--- src/rtl/swi_pkg.sv ---
package swi_pkg;
  localparam int unsigned FLD_W    = 5;
  localparam int unsigned WORD_W   = 16;
  localparam int unsigned BUSY_BIT = 15;
  localparam int unsigned MARK_BIT = 12;

  typedef enum logic [1:0] {
    OP_WR = 2'b01,
    OP_RD = 2'b10
  } swi_op_e;

  typedef enum logic [2:0] {
    ST_IDLE,
    ST_POLL_PRE,
    ST_DATA_WR,
    ST_CMD_WR,
    ST_POLL_POST,
    ST_DATA_RD
  } swi_state_e;

  typedef struct packed {
    logic              is_wr;
    logic [WORD_W-1:0] cmd;
    logic [WORD_W-1:0] wdata;
  } swi_job_t;
endpackage

--- src/rtl/swi_cmd_pack.sv ---
module swi_cmd_pack
  import swi_pkg::*;
#(
  parameter int unsigned IN_W = 5
) (
  input  logic              is_wr_i,
  input  logic [IN_W-1:0]   port_i,
  input  logic [IN_W-1:0]   reg_i,
  output logic [WORD_W-1:0] word_o
);
  logic [FLD_W-1:0] port_m;
  logic [FLD_W-1:0] reg_m;
  swi_op_e          op;

  // keep only the low field bits
  assign port_m = FLD_W'(port_i);
  assign reg_m  = FLD_W'(reg_i);
  assign op     = is_wr_i ? OP_WR : OP_RD;

  always_comb begin
    word_o           = '0;
    word_o[BUSY_BIT] = 1'b1;
    word_o[MARK_BIT] = 1'b1;
    word_o[11:10]    = op;
    word_o[9:5]      = port_m;
    word_o[4:0]      = reg_m;
  end
endmodule

--- src/rtl/swi_poll_ctr.sv ---
module swi_poll_ctr #(
  parameter int unsigned POLL_LIMIT = 100
) (
  input  logic clk_i,
  input  logic rst_ni,
  input  logic clr_i,
  input  logic step_i,
  output logic last_o
);
  localparam int unsigned CNT_W = $clog2(POLL_LIMIT + 1);

  logic [CNT_W-1:0] cnt_q;

  always_ff @(posedge clk_i or negedge rst_ni) begin
    if (!rst_ni)      cnt_q <= '0;
    else if (clr_i)   cnt_q <= '0;
    else if (step_i)  cnt_q <= cnt_q + 1'b1;
  end

  assign last_o = (cnt_q == CNT_W'(POLL_LIMIT - 1));

  AST_POLL_BOUND: assert property (@(posedge clk_i) disable iff (!rst_ni)
    cnt_q < CNT_W'(POLL_LIMIT));
endmodule

--- src/rtl/swi_seq_fsm.sv ---
module swi_seq_fsm
  import swi_pkg::*;
#(
  parameter int unsigned ADDR_W    = 5,
  parameter int unsigned CMD_ADDR  = 0,
  parameter int unsigned DATA_ADDR = 1
) (
  input  logic              clk_i,
  input  logic              rst_ni,
  input  logic              req_valid_i,
  input  logic              req_write_i,
  input  logic [WORD_W-1:0] req_cmd_i,
  input  logic [WORD_W-1:0] req_wdata_i,
  output logic              ready_o,
  output logic              done_o,
  output logic              err_o,
  output logic [WORD_W-1:0] rdata_o,
  output logic              mreq_o,
  output logic              mwe_o,
  output logic [ADDR_W-1:0] maddr_o,
  output logic [WORD_W-1:0] mwdata_o,
  input  logic              mack_i,
  input  logic              merr_i,
  input  logic [WORD_W-1:0] mrdata_i,
  input  logic              poll_last_i,
  output logic              poll_clr_o,
  output logic              poll_step_o
);
  localparam logic [ADDR_W-1:0] CMD_A  = ADDR_W'(CMD_ADDR);
  localparam logic [ADDR_W-1:0] DATA_A = ADDR_W'(DATA_ADDR);

  swi_state_e       st_q;
  swi_job_t         job_q;
  logic             done_q, err_q;
  logic [WORD_W-1:0] rdata_q;
  logic             polling, busy_seen, timed_out;

  assign polling     = (st_q == ST_POLL_PRE) || (st_q == ST_POLL_POST);
  assign busy_seen   = mrdata_i[BUSY_BIT];
  assign poll_clr_o  = (st_q == ST_IDLE) || (polling && mack_i && !busy_seen);
  assign poll_step_o = polling && mack_i && !merr_i && busy_seen && !poll_last_i;
  assign timed_out   = polling && mack_i && !merr_i && busy_seen && poll_last_i;

  always_comb begin
    mreq_o   = 1'b0;
    mwe_o    = 1'b0;
    maddr_o  = CMD_A;
    mwdata_o = job_q.cmd;
    unique case (st_q)
      ST_POLL_PRE, ST_POLL_POST: mreq_o = 1'b1;
      ST_DATA_WR: begin
        mreq_o   = 1'b1;
        mwe_o    = 1'b1;
        maddr_o  = DATA_A;
        mwdata_o = job_q.wdata;
      end
      ST_CMD_WR: begin
        mreq_o = 1'b1;
        mwe_o  = 1'b1;
      end
      ST_DATA_RD: begin
        mreq_o  = 1'b1;
        maddr_o = DATA_A;
      end
      default: ;
    endcase
  end

  always_ff @(posedge clk_i or negedge rst_ni) begin
    if (!rst_ni) begin
      st_q    <= ST_IDLE;
      job_q   <= '0;
      done_q  <= 1'b0;
      err_q   <= 1'b0;
      rdata_q <= '0;
    end else begin
      done_q <= 1'b0;
      err_q  <= 1'b0;
      if (st_q == ST_IDLE) begin
        if (req_valid_i) begin
          job_q <= '{is_wr: req_write_i, cmd: req_cmd_i, wdata: req_wdata_i};
          st_q  <= ST_POLL_PRE;
        end
      end else if (mack_i) begin
        if (merr_i || timed_out) begin
          st_q   <= ST_IDLE;
          done_q <= 1'b1;
          err_q  <= 1'b1;
        end else begin
          unique case (st_q)
            ST_POLL_PRE:
              if (!busy_seen) st_q <= job_q.is_wr ? ST_DATA_WR : ST_CMD_WR;
            ST_DATA_WR: st_q <= ST_CMD_WR;
            ST_CMD_WR:  st_q <= ST_POLL_POST;
            ST_POLL_POST:
              if (!busy_seen) begin
                if (job_q.is_wr) begin
                  st_q   <= ST_IDLE;
                  done_q <= 1'b1;
                end else begin
                  st_q <= ST_DATA_RD;
                end
              end
            ST_DATA_RD: begin
              rdata_q <= mrdata_i;
              st_q    <= ST_IDLE;
              done_q  <= 1'b1;
            end
            default: st_q <= ST_IDLE;
          endcase
        end
      end
    end
  end

  assign ready_o = (st_q == ST_IDLE);
  assign done_o  = done_q;
  assign err_o   = err_q;
  assign rdata_o = rdata_q;

  AST_HOLD_REQ: assert property (@(posedge clk_i) disable iff (!rst_ni)
    mreq_o && !mack_i |=> mreq_o && $stable(maddr_o) && $stable(mwe_o) && $stable(mwdata_o));
  AST_IDLE_QUIET: assert property (@(posedge clk_i) disable iff (!rst_ni)
    ready_o |-> !mreq_o);
  AST_DONE_PULSE: assert property (@(posedge clk_i) disable iff (!rst_ni)
    done_o |=> !done_o);
  AST_ERR_WITH_DONE: assert property (@(posedge clk_i) disable iff (!rst_ni)
    err_o |-> done_o);
  AST_CMD_FORMAT: assert property (@(posedge clk_i) disable iff (!rst_ni)
    mreq_o && mwe_o && (maddr_o == CMD_A) |->
      mwdata_o[BUSY_BIT] && mwdata_o[MARK_BIT] && (mwdata_o[14:13] == 2'b00) &&
      ((mwdata_o[11:10] == OP_WR) || (mwdata_o[11:10] == OP_RD)));
endmodule

--- src/rtl/swi_access_seq.sv ---
module swi_access_seq
  import swi_pkg::*;
#(
  parameter int unsigned FIELD_IN_W = 5,
  parameter int unsigned POLL_LIMIT = 100,
  parameter int unsigned ADDR_W     = 5,
  parameter int unsigned CMD_ADDR   = 0,
  parameter int unsigned DATA_ADDR  = 1
) (
  input  logic                  clk_i,
  input  logic                  rst_ni,
  input  logic                  req_valid_i,
  input  logic                  req_write_i,
  input  logic [FIELD_IN_W-1:0] req_port_i,
  input  logic [FIELD_IN_W-1:0] req_reg_i,
  input  logic [15:0]           req_wdata_i,
  output logic                  ready_o,
  output logic                  done_o,
  output logic                  err_o,
  output logic [15:0]           rdata_o,
  output logic                  mreq_o,
  output logic                  mwe_o,
  output logic [ADDR_W-1:0]     maddr_o,
  output logic [15:0]           mwdata_o,
  input  logic                  mack_i,
  input  logic                  merr_i,
  input  logic [15:0]           mrdata_i
);
  logic [WORD_W-1:0] cmd_word;
  logic              poll_last, poll_clr, poll_step;

  swi_cmd_pack #(.IN_W(FIELD_IN_W)) u_pack (
    .is_wr_i (req_write_i),
    .port_i  (req_port_i),
    .reg_i   (req_reg_i),
    .word_o  (cmd_word)
  );

  swi_poll_ctr #(.POLL_LIMIT(POLL_LIMIT)) u_poll (
    .clk_i  (clk_i),
    .rst_ni (rst_ni),
    .clr_i  (poll_clr),
    .step_i (poll_step),
    .last_o (poll_last)
  );

  swi_seq_fsm #(
    .ADDR_W    (ADDR_W),
    .CMD_ADDR  (CMD_ADDR),
    .DATA_ADDR (DATA_ADDR)
  ) u_fsm (
    .clk_i       (clk_i),
    .rst_ni      (rst_ni),
    .req_valid_i (req_valid_i),
    .req_write_i (req_write_i),
    .req_cmd_i   (cmd_word),
    .req_wdata_i (req_wdata_i),
    .ready_o     (ready_o),
    .done_o      (done_o),
    .err_o       (err_o),
    .rdata_o     (rdata_o),
    .mreq_o      (mreq_o),
    .mwe_o       (mwe_o),
    .maddr_o     (maddr_o),
    .mwdata_o    (mwdata_o),
    .mack_i      (mack_i),
    .merr_i      (merr_i),
    .mrdata_i    (mrdata_i),
    .poll_last_i (poll_last),
    .poll_clr_o  (poll_clr),
    .poll_step_o (poll_step)
  );
endmodule

--- config.mk ---
export PLATFORM = sky130hd
export DESIGN_NAME = swi_access_seq
export DESIGN_NICKNAME = d
export VERILOG_FILES = /design/src/rtl/swi_pkg.sv /design/src/rtl/swi_cmd_pack.sv /design/src/rtl/swi_poll_ctr.sv /design/src/rtl/swi_seq_fsm.sv /design/src/rtl/swi_access_seq.sv
export SDC_FILE = /design/constraint.sdc
export NUM_CORES = 1
export LEC_CHECK = 0
export ABC_AREA = 1
export BUFFER_PORTS_ARGS = -buffer_cell sky130_fd_sc_hd__buf_2
export CORE_UTILIZATION = 50
export DETAILED_ROUTE_END_ITERATION = 7
export PLACE_DENSITY = 0.76
export SETUP_SLACK_MARGIN = 0.1
export SYNTH_ARGS = -nofsm -noshare
export SYNTH_HDL_FRONTEND = slang
export SYNTH_SLANG_ARGS = --single-unit
--- constraint.sdc ---
create_clock -name clk_i -period 1.7 [get_ports clk_i]
set_input_delay 0.17 -clock clk_i [delete_from_list [all_inputs] [get_ports clk_i]]
set_output_delay 0.17 -clock clk_i [all_outputs]
set_load 0.02 [all_outputs]
==> results of run 1 <==
-- layout make-up --
| class | count | area [sq um] | share of cell area (%) |
|---|---|---|---|
| clock buffers | 10 | 137.6 | 3.512 |
| inverters | 24 | 97.59 | 2.490 |
| flip-flops and latches | 57 | 1428 | 36.43 |
| repair buffers | 112 | 742.0 | 18.93 |
| clock inverters | 5 | 56.30 | 1.437 |
| well taps | 70 | 87.58 | 2.235 |
| multi-input cells | 214 | 1370 | 34.96 |
-- worst max-delay path, delay by kind of cell, from the launching register on --
family                 cells  cell delay (ps)
buffers and inverters      1              160
DFF                        1              420
and+or+nand+nor            2              360
muxes                      1              290
-- state kept, by name, indices dropped and copies added (netlist names) --
register / count
u_poll.cnt_q: 7
u_fsm.err_o: 1
u_fsm.rdata_o: 16
u_fsm.st_q: 3
u_fsm.done_o: 1
u_fsm.job_q: 29
-- repair_timing --
action,4_1_cts,5_1_grt
gates resized for setup,19,38
gates cloned,1,3
endpoints found under the setup margin,33,72
endpoints found under the hold margin,20,0
buffers inserted,9,8
hold buffers,1,0
pin swaps,5,18
-- worst paths after layout --
kind                                 startpoint  cells past startpoint  slack [ps]                 to
max in group asynchronous                rst_ni                      3         790      u_fsm.st_q[2]
worst min-delay path              req_port_i[1]                      3          30    u_fsm.job_q[22]
min in group asynchronous                rst_ni                      2         340    u_poll.cnt_q[2]
worst max register to register    u_fsm.st_q[1]                      8         100  u_fsm.rdata_o[12]
worst min register to register  u_fsm.job_q[22]                      2         480    u_fsm.job_q[22]
worst max-delay path              u_fsm.st_q[2]                      4         -30        mwdata_o[8]
-- power breakdown --
| group | leakage [nW] | switching, W | internal [W] | total [W] |
|---|---|---|---|---|
| combinational | 1.28 | 0.00194 | 0.00144 | 0.00338 |
| clock | 0.0981 | 0.000529 | 0.000705 | 0.00123 |
| sequential | 0.727 | 0.000311 | 0.00189 | 0.00220 |
-- layout by cell type (no fill, tap or decap), types with 2 or more instances in the layout --
cell       count
buf_12         2
a21oi_1        2
nor2_2         3
dfrtp_1       56
nor3_1         2
mux2_4        15
o21ai_2        3
nor2_1         8
inv_2          6
buf_2         72
nand4_1        2
nand3_1       11
conb_1         4
xnor2_1        2
inv_1         15
nor2_4         8
nand2_1      109
mux2_2        12
nand2_4        6
clkbuf_16      2
o21ai_1        2
clkbuf_8      10
inv_4          3
buf_6          5
nor2_8         2
clkinv_2       2
buf_4         30
o21ai_0        4
nand2_2        5
nand3_2        3
a21oi_2        3
-- per-layer routing --
metal	vias to the layer above	routed length, microns	share of wire (%)	track usage, %
met4	0	149	2.1	11.54
met1	1162	3041	43	29.60
met3	13	471	6.7	5.000
met2	112	3383	48	37.05
met5	-	0	0	0
li1	1186	-	-	-
-- through the flow --
step	hold slack (ps)	worst slack [ps]	area [sq um]
CTS	18.37	-27.00	3661
global placement	159.5	94.14	3311
finish	28.48	-32.83	3919
floorplan	-125.6	158.8	2810
detailed placement	161.8	38.56	3311
global route	24.59	-96.61	3919
-- cells by family after synthesis --
| family | after synthesis | synth area share, % |
|---|---|---|
| other | 1 | 0.1340 |
| adders and majority gates | 1 | 0.4470 |
| buffers and inverters | 35 | 5.990 |
| xor gates and xnor gates | 2 | 0.6260 |
| and+or+nand+nor | 161 | 25.97 |
| AOI/OAI and AO/OA | 17 | 3.934 |
| DFF | 57 | 50.96 |
| muxes | 27 | 11.94 |
==> summary.md, run 1 <==
| Metric | Value |
|---|---|
| CTS root buffer | clkbuf_8 |
| Final Max Slew Viols | 0 |
| CTS tree | yes |
| CTS buffer count | 9 |
| IO Pins | 90 |
| Fin Setup TNS | -120.0 ps |
| EDFF count, synth | 0 |
| Status | finished, violations left |
| Wire length per cell | 14.32 microns |
| Yosys cell types | 32 |
| Worst Skew | 8.572 ps |
| Core ar. | 5238 sq um |
| Total track usage | 23.14% |
| DR pass1 iterations | 4 |
| Top cells by count, synth | nand2_1, dfrtp_1, mux2_2 |
| Area grow syn2layout | 40.01% |
| Die boundary height | just under 80 microns |
| Largest net degree at the start of global routing | 38 |
| Syn. warnings | 0 |
| First-pass GRT wire length | 10450 microns |
| Arrival time worst endpoint | approximately 1600 ps |
| IO Port Bufs | 85 |
| Final hold violations | 0 |
| Post-route ant nets | 0 |
| Fmax | 0.5771 GHz |
| Count leader, synth | nand2_1 |
| DRC Markers | 0 |
| Initial antenna violation count | 0 |
| FFs w/ async S/R, synth | 100.0% |
| # setup viols final | 5 |
| Worst Max-Slew Pin Slew | approximately 500 ps |
| Setup CP Type | reg -> out |
| Cell count after synthesis | between 300 and 400 |
| Clock Tree Buf Depth | 2 |
| Power Dens Cells | 1739 nW/um^2 |
| Die width | 76.82 microns |
| Crit path capture type | output port |
| Syn Area/Cell | roughly 9.3 sq um |
| DRT Wirelength | 7045 microns |
| Sink Count | between 50 and 60 |
| Vias in the first global route | 2310 |
| Post-placement cell count | roughly 460 |
| Core Rows | 26 |
| Die area | between 5000 and 6000 sq um |
| CP cell instances | nor2_4 -> nand2_4 -> mux2_2 -> buf_4 |
| CP max stage delay | 420 ps |
| H-tree level count | 3 |
| LEAKAGE | roughly 2.1 nW |
| Max cap viols | 0 |
| Critical path startpoint category | register |
| Starting density of the core | 53.44% |
| Worst ir drop on vdd | about 1100 uV |
| Total chip power | 0.006814 W |
| Vias per inst | 5.026 |
| CP Max Fanout | 8 |
| Fillers | 371 |
| Clock Latency Late Sink | 330 ps |
| Via count | 2473 |
| Grt ovf | 0 |
| Clock slew at reported path FFs | 70 ps |
| Slew margin rel. | roughly 66% |
| Failing checks | negative setup slack |
| Post-synth top flop | dfrtp_1 |
| Initial DRC count | 186 |
| Worst path slowest cell | dfrtp_2 |
| Post-DP HPWL | 4335 microns |
| Layout cells sized above 1 | 47.39% |
| RSZ-0062 raised after global routing | yes |
| Nets | roughly 470 |
| Type of the most critical hold path | in -> reg |
| Sequential share of the synthesized area | 50.96% |
| Post-Layout Cell Count | 492 |
| Utilization after layout | around three quarters |
| # diodes | 0 |
| Final min period | 1733 ps |
| Critical Path RT | roughly 1500 ps |
| Period utilization | 101.9% |
| Flops & latches, synth | 57 |
| Post-Synthesis Cell Area | 2799 sq um |
| Top-area cell type share of the netlist area | around half |
| GP Congestion | 0.8664 |
| Largest area contributor in the netlist | dfrtp_1 |
| Fin worst setup slack | -32.83 ps |
| Dominant cells by area after synthesis | dfrtp_1, nand2_1, mux2_2, mux2_4, nand3_1 |
Note: power is estimated with default switching activity, not from simulation.
==> run 2: changes to the inputs <==
--- a/config.mk
+++ b/config.mk
@@ -5,11 +5,11 @@
 export SDC_FILE = /design/constraint.sdc
 export NUM_CORES = 1
 export LEC_CHECK = 0
-export ABC_AREA = 1
 export BUFFER_PORTS_ARGS = -buffer_cell sky130_fd_sc_hd__buf_2
+export CORE_ASPECT_RATIO = 0.8
 export CORE_UTILIZATION = 50
 export DETAILED_ROUTE_END_ITERATION = 7
-export PLACE_DENSITY = 0.76
+export PLACE_DENSITY = 0.77
 export SETUP_SLACK_MARGIN = 0.1
 export SYNTH_ARGS = -nofsm -noshare
 export SYNTH_HDL_FRONTEND = slang
==> run 2 against run 1 <==
Net effect:
- the flow still finishes with violations (negative setup slack)
- first-iteration DRC count is 47% higher
- register-to-register slack lost 270 ps
- cell count fell by 13%
- via count increased by 3.9%
- critical path depth is 4 higher
- die area decreased by 5.1%
- design area grew 16%
- worst hold slack improved by 13 ps
- count of clock-buffer cells in the layout down 1
- setup slack worse by 140 ps
- synthesized cell count fell by 24%
- largest power group unchanged
- highest routed layer unchanged
==> summary.md, run 2 <==
| Metric | Value |
|---|---|
| Vias in the first global route | 2624 (+14%) |
| Clock Tree Buf Depth | 2 (unchanged) |
| Post-DP HPWL | 3828 microns (-12%) |
| Fmax | 0.5352 GHz (-7.3%) |
| Core Rows | 23 (-12%) |
| Status | finished, violations left |
| Failing checks | negative setup slack |
| Post-placement setup slack | -8.370 ps (-46.93 ps) |
| GP Congestion | 0.8924 (+3.0%) |
| Worst ir drop on vdd | 1449 uV (+30%) |
| Die boundary height | 67.13 microns (-13%) |
| RSZ-0062 raised after global routing | yes |
| Cell count after synthesis | 230 (-24%) |
| CP Max Fanout | 5 (-3) |
| Largest area contributor in the netlist | dfrtp_1 |
| Flops & latches, synth | 57 (unchanged) |
| First-pass GRT wire length | 14430 microns (+38%) |
| Sequential share of the synthesized area | 53.80% (+2.8 points) |
| Largest net degree at the start of global routing | 38 (unchanged) |
| Type of the most critical hold path | in -> reg |
| Arrival time worst endpoint | 2110 ps (+550 ps) |
| Clock Power Share | 17.3% (-0.8 points) |
| Reg2reg start | u_fsm.st_q[1] |
| Fin Setup TNS | -3825 ps (-3705 ps) |
| H-tree level count | 3 (unchanged) |
| Most frequent cells in the layout | buf_2, dfrtp_1, mux2_4 |
| Hold Startpoint | mrdata_i[5] |
| Period utilization | 109.9% (+8.0 points) |
| Sink Count | 57 (unchanged) |
| Setup CP Type | reg -> reg |
| Clock slew at reported path FFs | 80 ps (about the same) |
| CTS tree | yes |
| Post-route ant nets | 0 (unchanged) |
| Critical path startpoint category | register |
| EDFF count, synth | 0 (unchanged) |
| Post-synth top flop | dfrtp_1 |
| Internal power | 0.005227 W (+30%) |
| Worst Max-Slew Pin Slew | 572.0 ps (+65.20 ps) |
| Count leader, synth | dfrtp_1 |
| FFs w/ async S/R, synth | 100.0% (unchanged) |
| LEAKAGE | 2.298 nW (+9.4%) |
| Post-placement cell count | 382 (-16%) |
| Syn. warnings | 0 (unchanged) |
| CTS root buffer | clkbuf_8 |
| IO Port Bufs | 85 (unchanged) |
| Yosys cell types | 41 (+28%) |
| Initial antenna violation count | 0 (unchanged) |
| Switching power total | 0.003527 W (+27%) |
| Die width | 83.42 microns (+8.6%) |
| Syn Area/Cell | 11.53 sq um (+24%) |
| Slew margin rel. | 61.87% (-4.3 points) |
| Final Max Slew Viols | 0 (unchanged) |
| Total chip power | 0.008753 W (+28%) |
| Max reg flops | 29 (unchanged) |
| Logic pwr share | 55.2% (+5.5 points) |
| CTS buffer count | 9 (unchanged) |
| Area grow syn2layout | 71.21% |
| Worst Skew | 14.91 ps (+6.338 ps) |
| DRT Wirelength | 11050 microns (+57%) |
| Wire length per cell | 25.69 microns (+79%) |
| # setup viols final | 53 (+48) |
| Starting density of the core | 52.35% (-1.1 points) |
| IO Pins | 90 (unchanged) |
| Max cap viols | 0 (unchanged) |
| Reg power frac | 27.4% (-4.8 points) |
| Total track usage | 35.67% (+13 points) |
| Crit path capture type | register |
| Dominant cells by area after synthesis | dfrtp_1, mux2_1, nand2_1, buf_4, nor2_1 |
| Switching share of total power | 40.29% (-0.58 points) |
| Vias per inst | 5.977 (+19%) |
| Power Dens Cells | 1928 nW/um^2 (+11%) |
| Initial DRC count | 274 (+47%) |
| Biggest register | u_fsm.job_q |
| Critical Path RT | 1940 ps (+410 ps) |
| Via count | 2570 (+3.9%) |
| Post-Layout Cell Count | 430 (-13%) |
| Die area | 5600 sq um (-5.1%) |
| Clock Latency Late Sink | 360 ps (+30 ps) |
| # diodes | 0 (unchanged) |
| Top-area cell type share of the netlist area | 53.80% (+2.8 points) |
| Nets | 412 (-12%) |
| DRC Markers | 0 (unchanged) |
| Final min period | 1868 ps (+135.6 ps) |
| Fin worst setup slack | -168.4 ps (-135.6 ps) |
| R2R setup slack | -170 ps (-270 ps) |
| Grt ovf | 0 (unchanged) |
| Final hold violations | 0 (unchanged) |
| CP startpoint | u_fsm.st_q[1] |
| Most common cell after layout, fill and taps aside | buf_2 |
| DR pass1 iterations | 4 (unchanged) |
| Top cells by count, synth | dfrtp_1, nand2_1, mux2_1 |
| Utilization after layout | 89.62% (+15 points) |
| Post-Synthesis Cell Area | 2651 sq um (-5.3%) |
| Layout cells sized above 1 | 71.74% (+24 points) |
| Core ar. | 5065 sq um (-3.3%) |
run 2: changes by cell type after synthesis, moves of 4 or more:
cell | before | now
nand2_1 | 114 | 46
mux2_1 | 0 | 42
mux2_2 | 19 | 0
inv_1 | 18 | 3
nand3_1 | 14 | 1
mux2_4 | 8 | 0
inv_2 | 6 | 0
and3_1 | 0 | 5
nand2_2 | 5 | 0
xor2_1 | 0 | 5
buf_4 | 4 | 8
nor2_4 | 4 | 0
o21ai_0 | 5 | 1
run 2: kinds of logic (layout without fill, tap and decap cells):
family          Yosys count  count (layout)  share of synthesized area, %
flops                    57              57                         53.80
mux                      43              43                         18.22
buf+inv                  17             152                         3.728
other cells               1               4                        0.1414
simple gates             84              84                         15.15
fa+ha+maj                 1               1                        0.4718
xor+xnor                  7               7                         2.596
compound gates           20              20                         5.899
run 2: worst paths after layout:
kind	end	cells past startpoint
max	u_poll.cnt_q[6]	8
min	u_fsm.rdata_o[5]	2
max reg2reg	u_poll.cnt_q[6]	8
min reg2reg	u_fsm.job_q[24]	1
max in group asynchronous	u_poll.cnt_q[1]	3
min in group asynchronous	u_fsm.job_q[9]	2
run 2: layer usage:
metal | wire length, microns | global-route usage [%]
met1 | 4114 | 42.01
met2 | 5223 | 60.14
met3 | 983 | 11.74
met4 | 724 | 18.01
met5 | 0 | 0
run 2: worst max-delay path, stage by stage (launching register included):
cell and delay [ps]:
dfrtp_2 440, buf_6 140, buf_6 120, and4bb_4 320
and2_4 200, buf_6 110, nand4_1 120, xor2_1 230
nor2_1 80
run 2: power groups by stage:
stage          clock [W]  sequential [W]  combinational [W]
3_3_place_gp           0         0.00217            0.00260
4_1_cts          0.00147         0.00222            0.00418
2_1_floorplan          0         0.00229            0.00166
5_1_grt          0.00158         0.00242            0.00506
3_5_place_dp           0         0.00220            0.00264
6_report         0.00152         0.00240            0.00484
run 2: what timing repair did:
item / 4_1_cts / 5_1_grt
buffers inserted: 18 / 8
pin swaps: 35 / 37
hold endpoints to repair: 20 / 0
setup endpoints to repair: 44 / 75
hold buffers: 1 / 0
gates cloned: 5 / 1
gates resized for setup: 145 / 53
run 2: cell type report:
class / count / area [sq um]
Multi-Input combinational cell: 159 / 1628
Fill cell: 163 / 525.5
Clock inverter: 7 / 102.6
Clock buffer: 9 / 123.9
Timing Repair Buffer: 133 / 1166
Tap cell: 62 / 77.57
Sequential cell: 57 / 1430
Inverter: 3 / 11.26
run 2: stage by stage:
step / hold WS [ps] / cell area [sq um]
6_report: 41.76 / 4539
5_1_grt: 30.39 / 4539
4_1_cts: 27.58 / 4258
3_5_place_dp: 177.1 / 3278
3_3_place_gp: 163.9 / 3278
2_1_floorplan: -125.6 / 2711
